## config.mk

```make
export PLATFORM = sky130hd
export DESIGN_NAME = ext_sync_timer
export DESIGN_NICKNAME = d
export VERILOG_FILES = /design/src/rtl/est_pkg.sv /design/src/rtl/est_edge_detect.sv /design/src/rtl/est_src_select.sv /design/src/rtl/est_count_core.sv /design/src/rtl/ext_sync_timer.sv
export SDC_FILE = /design/constraint.sdc
export NUM_CORES = 1
export LEC_CHECK = 0
export BUFFER_PORTS_ARGS = -buffer_cell sky130_fd_sc_hd__buf_2
export CAP_MARGIN = 20
export CORE_MARGIN = 2
export CORE_UTILIZATION = 59
export DETAILED_ROUTE_END_ITERATION = 7
export HOLD_SLACK_MARGIN = 0.03
export PLACE_DENSITY = 0.85
export SLEW_MARGIN = 10
export SYNTH_ARGS = -nofsm -noshare
export SYNTH_HDL_FRONTEND = slang
export SYNTH_HIERARCHICAL = 1
export SYNTH_SLANG_ARGS = --single-unit
```

## constraint.sdc

```tcl
create_clock -name clk -period 5.5 [get_ports clk]
set_input_delay 0 -clock clk [delete_from_list [all_inputs] [get_ports clk]]
set_output_delay 0 -clock clk [all_outputs]
set_load 0.02 [all_outputs]
```

## src/rtl/est_pkg.sv

```systemverilog
package est_pkg;

  typedef enum logic {
    EST_MODE_SYNC = 1'b0,
    EST_MODE_TRIG = 1'b1
  } est_mode_e;

endpackage

```

## src/rtl/est_edge_detect.sv

```systemverilog
module est_edge_detect #(
  parameter int NUM_SRC     = 3,
  parameter int SYNC_STAGES = 2
) (
  input  logic               clk,
  input  logic               rst,
  input  logic [NUM_SRC-1:0] raw_in,
  output logic [NUM_SRC-1:0] rise
);

  localparam int PIPE_W = SYNC_STAGES + 1;

  for (genvar i = 0; i < NUM_SRC; i++) begin : g_src
    logic [PIPE_W-1:0] pipe_q;

    always_ff @(posedge clk) begin
      if (rst) pipe_q <= '0;
      else     pipe_q <= {pipe_q[PIPE_W-2:0], raw_in[i]};
    end

    // Rising edge on the last synchronizer stage compared with the delayed copy
    assign rise[i] = pipe_q[SYNC_STAGES-1] & ~pipe_q[SYNC_STAGES];

    // a detected edge never lasts two cycles, so a held input acts once
    p_single_edge_r2: assert property (@(posedge clk) disable iff (rst)
      rise[i] |=> !rise[i]);
  end

endmodule

```

## src/rtl/est_src_select.sv

```systemverilog
module est_src_select #(
  parameter int NUM_SRC = 3,
  parameter int SEL_W   = 2
) (
  input  logic [SEL_W-1:0]   sel,
  input  logic [NUM_SRC-1:0] rise,
  output logic               evt
);

  always_comb begin
    evt = 1'b0;
    for (int i = 0; i < NUM_SRC; i++) begin
      if (sel == SEL_W'(i)) evt = rise[i];
    end
  end

endmodule

```

## src/rtl/est_count_core.sv

```systemverilog
module est_count_core
  import est_pkg::*;
#(
  parameter int CNT_W = 16
) (
  input  logic             clk,
  input  logic             rst,
  input  logic             enable,
  input  est_mode_e        mode,
  input  logic             evt,
  input  logic [CNT_W-1:0] period,
  output logic [CNT_W-1:0] count_q,
  output logic             match_q
);

  localparam logic [CNT_W-1:0] CNT_ONE = CNT_W'(1);

  logic             run_q, run_d;
  logic [CNT_W-1:0] cnt_d;
  logic             match_d;
  logic             wrap;
  logic [CNT_W-1:0] step_val;
  logic             zero_period;

  assign wrap        = (count_q >= period);
  assign step_val    = wrap ? '0 : count_q + CNT_ONE;
  assign zero_period = (period == '0);

  always_comb begin
    cnt_d   = count_q;
    run_d   = run_q;
    match_d = 1'b0;
    if (!enable) begin
      cnt_d = '0;
      run_d = 1'b0;
    end else if (mode == EST_MODE_SYNC) begin
      run_d   = 1'b0;
      cnt_d   = evt ? '0 : step_val;
      match_d = (cnt_d == period);
    end else if (run_q) begin
      cnt_d   = step_val;
      run_d   = !wrap;
      match_d = (step_val == period);
    end else if (evt) begin
      cnt_d   = zero_period ? '0 : CNT_ONE;
      run_d   = !zero_period;
      match_d = (cnt_d == period);
    end else begin
      cnt_d = '0;
    end
  end

  always_ff @(posedge clk) begin
    if (rst) begin
      count_q <= '0;
      run_q   <= 1'b0;
      match_q <= 1'b0;
    end else begin
      count_q <= cnt_d;
      run_q   <= run_d;
      match_q <= match_d;
    end
  end

  // reset clears the outputs
  p_reset_zero_r1: assert property (@(posedge clk)
    rst |=> (count_q == '0 && !match_q));

  // disabled counter sits at zero
  p_disabled_zero_r11: assert property (@(posedge clk) disable iff (rst)
    !enable |=> (count_q == '0 && !match_q));

  // sync-mode step below the period
  p_sync_step_r4: assert property (@(posedge clk) disable iff (rst)
    (enable && mode == EST_MODE_SYNC && !evt && count_q < period)
    |=> count_q == $past(count_q) + CNT_ONE);

  // sync-mode event zeroes the counter
  p_sync_evt_zero_r5: assert property (@(posedge clk) disable iff (rst)
    (enable && mode == EST_MODE_SYNC && evt) |=> count_q == '0);

  // idle trigger mode holds zero
  p_trig_idle_r6: assert property (@(posedge clk) disable iff (rst)
    (enable && mode == EST_MODE_TRIG && !run_q && !evt) |=> count_q == '0);

  // trigger start loads one and begins running
  p_trig_start_r7: assert property (@(posedge clk) disable iff (rst)
    (enable && mode == EST_MODE_TRIG && !run_q && evt && !zero_period)
    |=> (count_q == CNT_ONE && run_q));

  // match is a single-cycle pulse when the period is nonzero
  p_match_pulse_r10: assert property (@(posedge clk) disable iff (rst)
    (match_q && !zero_period) |=> (!match_q || period != $past(period)));

endmodule

```

## src/rtl/ext_sync_timer.sv

```systemverilog
module ext_sync_timer
  import est_pkg::*;
#(
  parameter int CNT_W       = 16,
  parameter int NUM_SRC     = 3,
  parameter int SYNC_STAGES = 2,
  parameter int SEL_W       = 2
) (
  input  logic               clk,
  input  logic               rst,
  input  logic               enable,
  input  logic               mode,
  input  logic [SEL_W-1:0]   src_sel,
  input  logic [NUM_SRC-1:0] evt_in,
  input  logic [CNT_W-1:0]   period,
  output logic [CNT_W-1:0]   count,
  output logic               period_match
);

  logic [NUM_SRC-1:0] rise;
  logic               evt;
  est_mode_e          mode_e;

  assign mode_e = est_mode_e'(mode);

  est_edge_detect #(
    .NUM_SRC    (NUM_SRC),
    .SYNC_STAGES(SYNC_STAGES)
  ) u_edge (
    .clk   (clk),
    .rst   (rst),
    .raw_in(evt_in),
    .rise  (rise)
  );

  est_src_select #(
    .NUM_SRC(NUM_SRC),
    .SEL_W  (SEL_W)
  ) u_sel (
    .sel (src_sel),
    .rise(rise),
    .evt (evt)
  );

  est_count_core #(
    .CNT_W(CNT_W)
  ) u_core (
    .clk    (clk),
    .rst    (rst),
    .enable (enable),
    .mode   (mode_e),
    .evt    (evt),
    .period (period),
    .count_q(count),
    .match_q(period_match)
  );

endmodule

```

==> Word-level counts from Yosys, hierarchy flattened <==
Index checks and enable logic that the tools add are counted.
{ "word_totals": {"regBits": 27, "latch_bits": 0, "mem_bits_rw": 0, "mem_bits_ro": 0, "in_bits": 25, "out_inout_bits": 17, "memories": 0} }
{ "op_classes": {"add_sub_neg": 1, "mul": 0, "div": 0, "order_cmp": 1, "eq_ne": 5, "shift": 0, "n_mux": 14, "n_bitwise": 8, "reduce_logical": 6} }
{ "ops": {"columns": ["op", "count"], "rows": [
  ["$mux W16", 5],
  ["$eq A16 B16 Y1", 3],
  ["$add A16 B1 Y16 const B", 1],
  ["$ge A16 B16 Y1", 1],
  ["$logic_not A16 Y1", 1],
  ["$mux W1", 9],
  ["$not A1 Y1", 5],
  ["$and A1 B1 Y1", 3],
  ["$reduce_or A3 Y1", 1],
  ["$eq A2 B1 Y1 const B", 1],
  ["$eq A2 B2 Y1 const B", 1],
  ["$logic_not A1 Y1", 2],
  ["$logic_not A2 Y1", 1],
  ["$reduce_or A2 Y1", 1]
]} }

==> Logic depth before layout (Yosys ltp) <==
{ "logic_depth": {"depth_word": 8, "ltp_mapped": 11} }

==> Cells and area by module <==
Netlist, hierarchy kept.
{ "by_module_without_submodules": {"columns": ["module", "n_inst", "cells_per_inst", "area_per_inst_um2", "seq_area_each_um2"], "rows": [
  ["est_count_core", 1, 227, 1724.2, 360.3],
  ["est_edge_detect", 1, 21, 255.2, 180.2],
  ["est_src_select", 1, 3, 22.5, 0.0]
]} }

==> Worst setup path after synthesis <==
Ideal clock, no wire load.
{ "synth_timing": {"path_type": "flip-flop to flip-flop", "startpoint": "reg u_core.count_q[0]", "endpoint": "reg u_core.match_q", "setup_ps": 60, "arrival_ps": 2901, "required_time_ps": 5440, "slack_ps": 2540, "stages_incl_launch_ff": 11, "n_path_buf": 0, "synth_period_minus_slack_ps": 2960, "path_cell_list": "dfxtp_1 inv_1 ha_1 nand2b_1 a2111o_1 a32oi_4 nand2_2 or4_1 a32o_1 o32ai_1 a22o_1"} }
{ "synth_between": {"elab_chain_cells": 5, "word_cells_on_any_way": 8, "classes_between": "add/sub: 1; order compare: 1; eq/ne: 2; mux: 4"} }
{ "synth_lines": {"columns": ["item", "line_no", "source"], "rows": [
  ["start, declared", "est_count_core.sv:12", "output logic [CNT_W-1:0] count_q,"],
  ["start signal, assigned", "est_count_core.sv:59", "count_q <= cnt_d;"],
  ["$add A16 B1 Y16 / $ge A16 B16 Y1 (equally long branches)", "est_count_core.sv:26, est_count_core.sv:25", null],
  ["$mux W16 (*)", "est_count_core.sv:26", "assign step_val = wrap ? '0 : count_q + CNT_ONE;"],
  ["$mux W16 / $eq A16 B16 Y1 (equally long branches)", "est_count_core.sv:38, est_count_core.sv:43", null],
  ["$eq A16 B16 Y1 / $mux W1 (equally long branches)", "est_count_core.sv:39, est_count_core.sv:40", null],
  ["$mux W1 (*)", "est_count_core.sv:36", "end else if (mode == EST_MODE_SYNC) begin"],
  ["end signal, assigned", "est_count_core.sv:61", "match_q <= match_d;"],
  ["end, declared", "est_count_core.sv:13", "output logic match_q"]
]} }
Every way passes the cells marked *; elsewhere a longest branch is shown, timed or not.
A chain may end at the register's enable or synchronous reset.

==> Final worst setup path <==
{ "layout_timing": {"startpoint": "reg u_core.count_q[0]", "endpoint": "reg u_core.count_q[0]"} }
{ "layout_between": {"elab_chain_cells": 4, "word_cells_on_any_way": 6, "classes_between": "add/sub: 1; order compare: 1; mux: 4"} }
{ "layout_lines": {"columns": ["item", "line_no"], "rows": [
  ["$add A16 B1 Y16 / $ge A16 B16 Y1 (equally long branches)", "est_count_core.sv:26, est_count_core.sv:25"],
  ["$mux W16 (*)", "est_count_core.sv:26"],
  ["$mux W16 (on tied branches)", "est_count_core.sv:38, est_count_core.sv:40"],
  ["$mux W16 (*)", "est_count_core.sv:36"]
]} }
Marked as above.

==> results.md <==
- # IOs: 42
- Fin crit share: 57.9%
- Postcts setup bufs: 0
- NumNets Final: 343
- First-pass GRT wire length: 9290 um
- Max-slew headroom: 31.5%
- Initial antenna violation count: 0
- Die H: 62.3 um
- CTS root buffer: clkbuf_4
- Power Total: 0.350 mW
- Reg-to-Reg Start: u_core/count_q[0]
- Syn Inst Count: 251
- Vias: 2,146
- Hold WS: 0.0624 ns
- Seq/Total Area, Yosys: 27.0%
- Final number of max-transition violations: 0
- Hold path depth: 3
- Power Dens Cells: 149 nW/um^2
- Final hold viol count: 0
- Min cycle time layout: 3.18 ns
- R2R depth: 8
- Vias in the first global route: 2,023
- Post-route core utilization: 71.6%
- DIE AREA: 3880 um^2
- Achievable Freq: 0.314 GHz
- H-tree lvl count: 1
- Largest net degree at the start of global routing: 17
- Filler cells: 277
- Hold Startpoint: period[4]
- Ys Warns: 6
- Port Buffers: 41
- Initial Util: 61.0%
- Vias per cell: 6.20
- Worst Hold Class: input port to flop
- Reg-to-reg endpoint: u_core/count_q[0]
- Final GP Congestion: 1.03
- Nature of the critical path endpoint: flop
- Final WL: 5550 um
- Pre-antenna DRT Iters: 5
- Synthesis-stage register bit count: 27
- CTS Buffer Depth: 2
- Crit-path slowest cell: nand3_1
- EDFF count, synth: 0
- Synth unique cells: 53
- Max Cap Viol: 0
- CP Class: flop to flop
- Leak Pwr: 1.04 nW
- DR iter-0 viols: 158
- Clk_lat worst skew: 0.33 ns
- Synthesized area: 2000 um^2
- CTS tree: done
- Ratio of cells with drive above 1 in the final layout: 17.3%
- Worst-path clk slew: 0.16 ns
- Setup violators final: 0
- Slew @ Worst Pin: 1.02 ns
- Ys flop type: dfxtp_1
- GRT overflow: 0
- CTS buffer count: 3
- Die Wd: 62.3 um
- N_diodes: 0
- Detail Placement HPWL: 4110 um
- CTS-repair resized insts: 0
- Critical Path Fanout Max: 16
- P&R area growth vs syn: 17.5%
- VDD IR max: 0.130 mV
- RSZ-0062 raised after global routing: false
- Antenna Nets Post-Route: 0
- Cell Rows: 21
- Setup TNS: 0 ns
- Outcome: finished, final reports clean
- Net Count, Synth: 293
- Req. time, crit path: 5.76 ns
- CP max stage delay: 0.59 ns
- WL/cell: 16.0 um
- FF-to-FF setup slack: 2.32 ns
- CP arrival: 3.44 ns
- Crit-path cells: inv_1, ha_1, nand2b_1, a2111o_1, a32oi_4, and2_0, nand3_1, o22ai_1
- Worst Hold Path EP: u_core/match_q
- Drc violations: 0
- Clk_skew: 0.00285 ns
- CTS Sinks: 27
- Kind of start point of the critical path: flop
- Total GRT Usage: 29.5%
- FFs w/ async S/R, synth: 0%
- Core area: 3280 um^2
- Post-Syn Area per Cell: 7.98 um^2
## stage by stage
| step | setup slack, ns | instances | instance area [um^2] |
|---|---|---|---|
| after floorplan | 2.54 | 251 | 2000 |
| after global placement | 2.44 | 334 | 2240 |
| after detailed placement | 2.37 | 334 | 2240 |
| after CTS | 2.33 | 346 | 2350 |
| after global routing | 2.06 | 346 | 2350 |
| final | 2.32 | 346 | 2350 |
## critical path: cells and delay by family, from the launching register on
kind / cells / cell delay [ns]
AND/OR/NAND/NOR: 3 / 1.10
buffers and inverters: 1 / 0.07
AO/OA/AOI/OAI: 3 / 1.21
flip-flops: 1 / 0.47
adder cells (fa/ha/maj): 1 / 0.26
## report_power, final
part | switching, mW | internal (mW) | total (mW)
combinational | 0.0307 | 0.0251 | 0.0558
clock | 0.0654 | 0.0279 | 0.0933
sequential | 0.00169 | 0.199 | 0.201
total | 0.0978 | 0.252 | 0.350
## cell usage in the layout (no fill, tap or decap), types with 2 or more instances in the layout
master / Yosys / layout
nor2b_1: 13 / 13
or4_1: 2 / 2
nand3_1: 11 / 11
o22ai_1: 4 / 4
xnor2_1: 9 / 9
clkbuf_4: 0 / 3
ha_1: 17 / 17
inv_1: 23 / 23
a31oi_1: 5 / 5
nor2_1: 21 / 21
o211ai_1: 4 / 4
nor3_1: 4 / 4
xnor3_1: 2 / 2
dlygate4sd3_1: 0 / 8
o21ai_0: 16 / 16
nand2_1: 19 / 19
a21oi_1: 10 / 10
nand3b_1: 2 / 2
dfxtp_1: 27 / 27
buf_2: 0 / 41
nor4_1: 12 / 12
o2111ai_1: 3 / 3
nand4_1: 8 / 8
or3_1: 2 / 2
xor2_1: 4 / 4
## synthesized netlist by cell type (2+ instances only)
cell type | instances | area [um^2]
or3_1 | 2 | 12.5
nand3b_1 | 2 | 15.0
o22ai_1 | 4 | 25.0
nand3_1 | 11 | 55.1
ha_1 | 17 | 213
nor2b_1 | 13 | 81.3
o2111ai_1 | 3 | 26.3
o21ai_0 | 16 | 80.1
a31oi_1 | 5 | 31.3
xnor2_1 | 9 | 78.8
clkbuf_1 | 3 | 11.3
a21oi_1 | 10 | 50.1
xnor3_1 | 2 | 45.0
o211ai_1 | 4 | 30.0
nor2_1 | 21 | 78.8
nor3_1 | 4 | 20.0
xor2_1 | 4 | 35.0
nand2_1 | 19 | 71.3
nand4_1 | 8 | 50.1
nor4_1 | 12 | 75.1
dfxtp_1 | 27 | 541
inv_1 | 23 | 86.3
or4_1 | 2 | 15.0
## state kept, by name, indices dropped and copies added, names as in the netlist
register	count
u_core/run_q	1
u_core/match_q	1
u_edge/g_src.pipe_q	9
u_core/count_q	16
## routing by layer
metal / global-route usage, % / share of wire, %
met3: 3.62 / 8.4
met5: 0 / 0
met1: 37.5 / 41
met4: 12.2 / 1.9
met2: 50.8 / 48
## cell families after synthesis
kind of cell             after synthesis  synth area share [%]
AO/OA/AOI/OAI                         60                  20.9
XOR/XNOR                              15                  7.94
adder cells (fa/ha/maj)               17                  10.6
buffers and inverters                 27                  5.44
flip-flops                            27                  27.0
multiplexers                           1                 0.500
AND/OR/NAND/NOR                      104                  27.6
## area by class of cell
type                            count  area, um^2  area share [%]
Sequential cell                    27         541            23.0
Tap cell                           46        57.6            2.45
Clock buffer                        3        22.5           0.957
Inverter                           23        86.3            3.67
Multi-Input combinational cell    197        1350            57.5
Timing Repair Buffer               49         285            12.1
Clock inverter                      1        7.51           0.319
## how the worst max path moves through the flow
stage	cells after the start	slack, ns	end	startpoint
2_1_floorplan	10	2.54	u_core/match_q	u_core/count_q[0]
3_3_place_gp	10	2.44	u_core/match_q	u_core/count_q[0]
3_5_place_dp	10	2.37	u_core/match_q	u_core/count_q[0]
4_1_cts	10	2.33	u_core/match_q	u_core/count_q[0]
5_1_grt	8	2.06	u_core/count_q[0]	u_core/count_q[0]
6_report	8	2.32	u_core/count_q[0]	u_core/count_q[0]
## repair_timing
action | in CTS | in global routing
hold endpoints to repair | 11 | 0
hold buffers | 8 | 0
setup endpoints to repair | 0 | 0
Note: power is estimated with default switching activity, not from simulation.
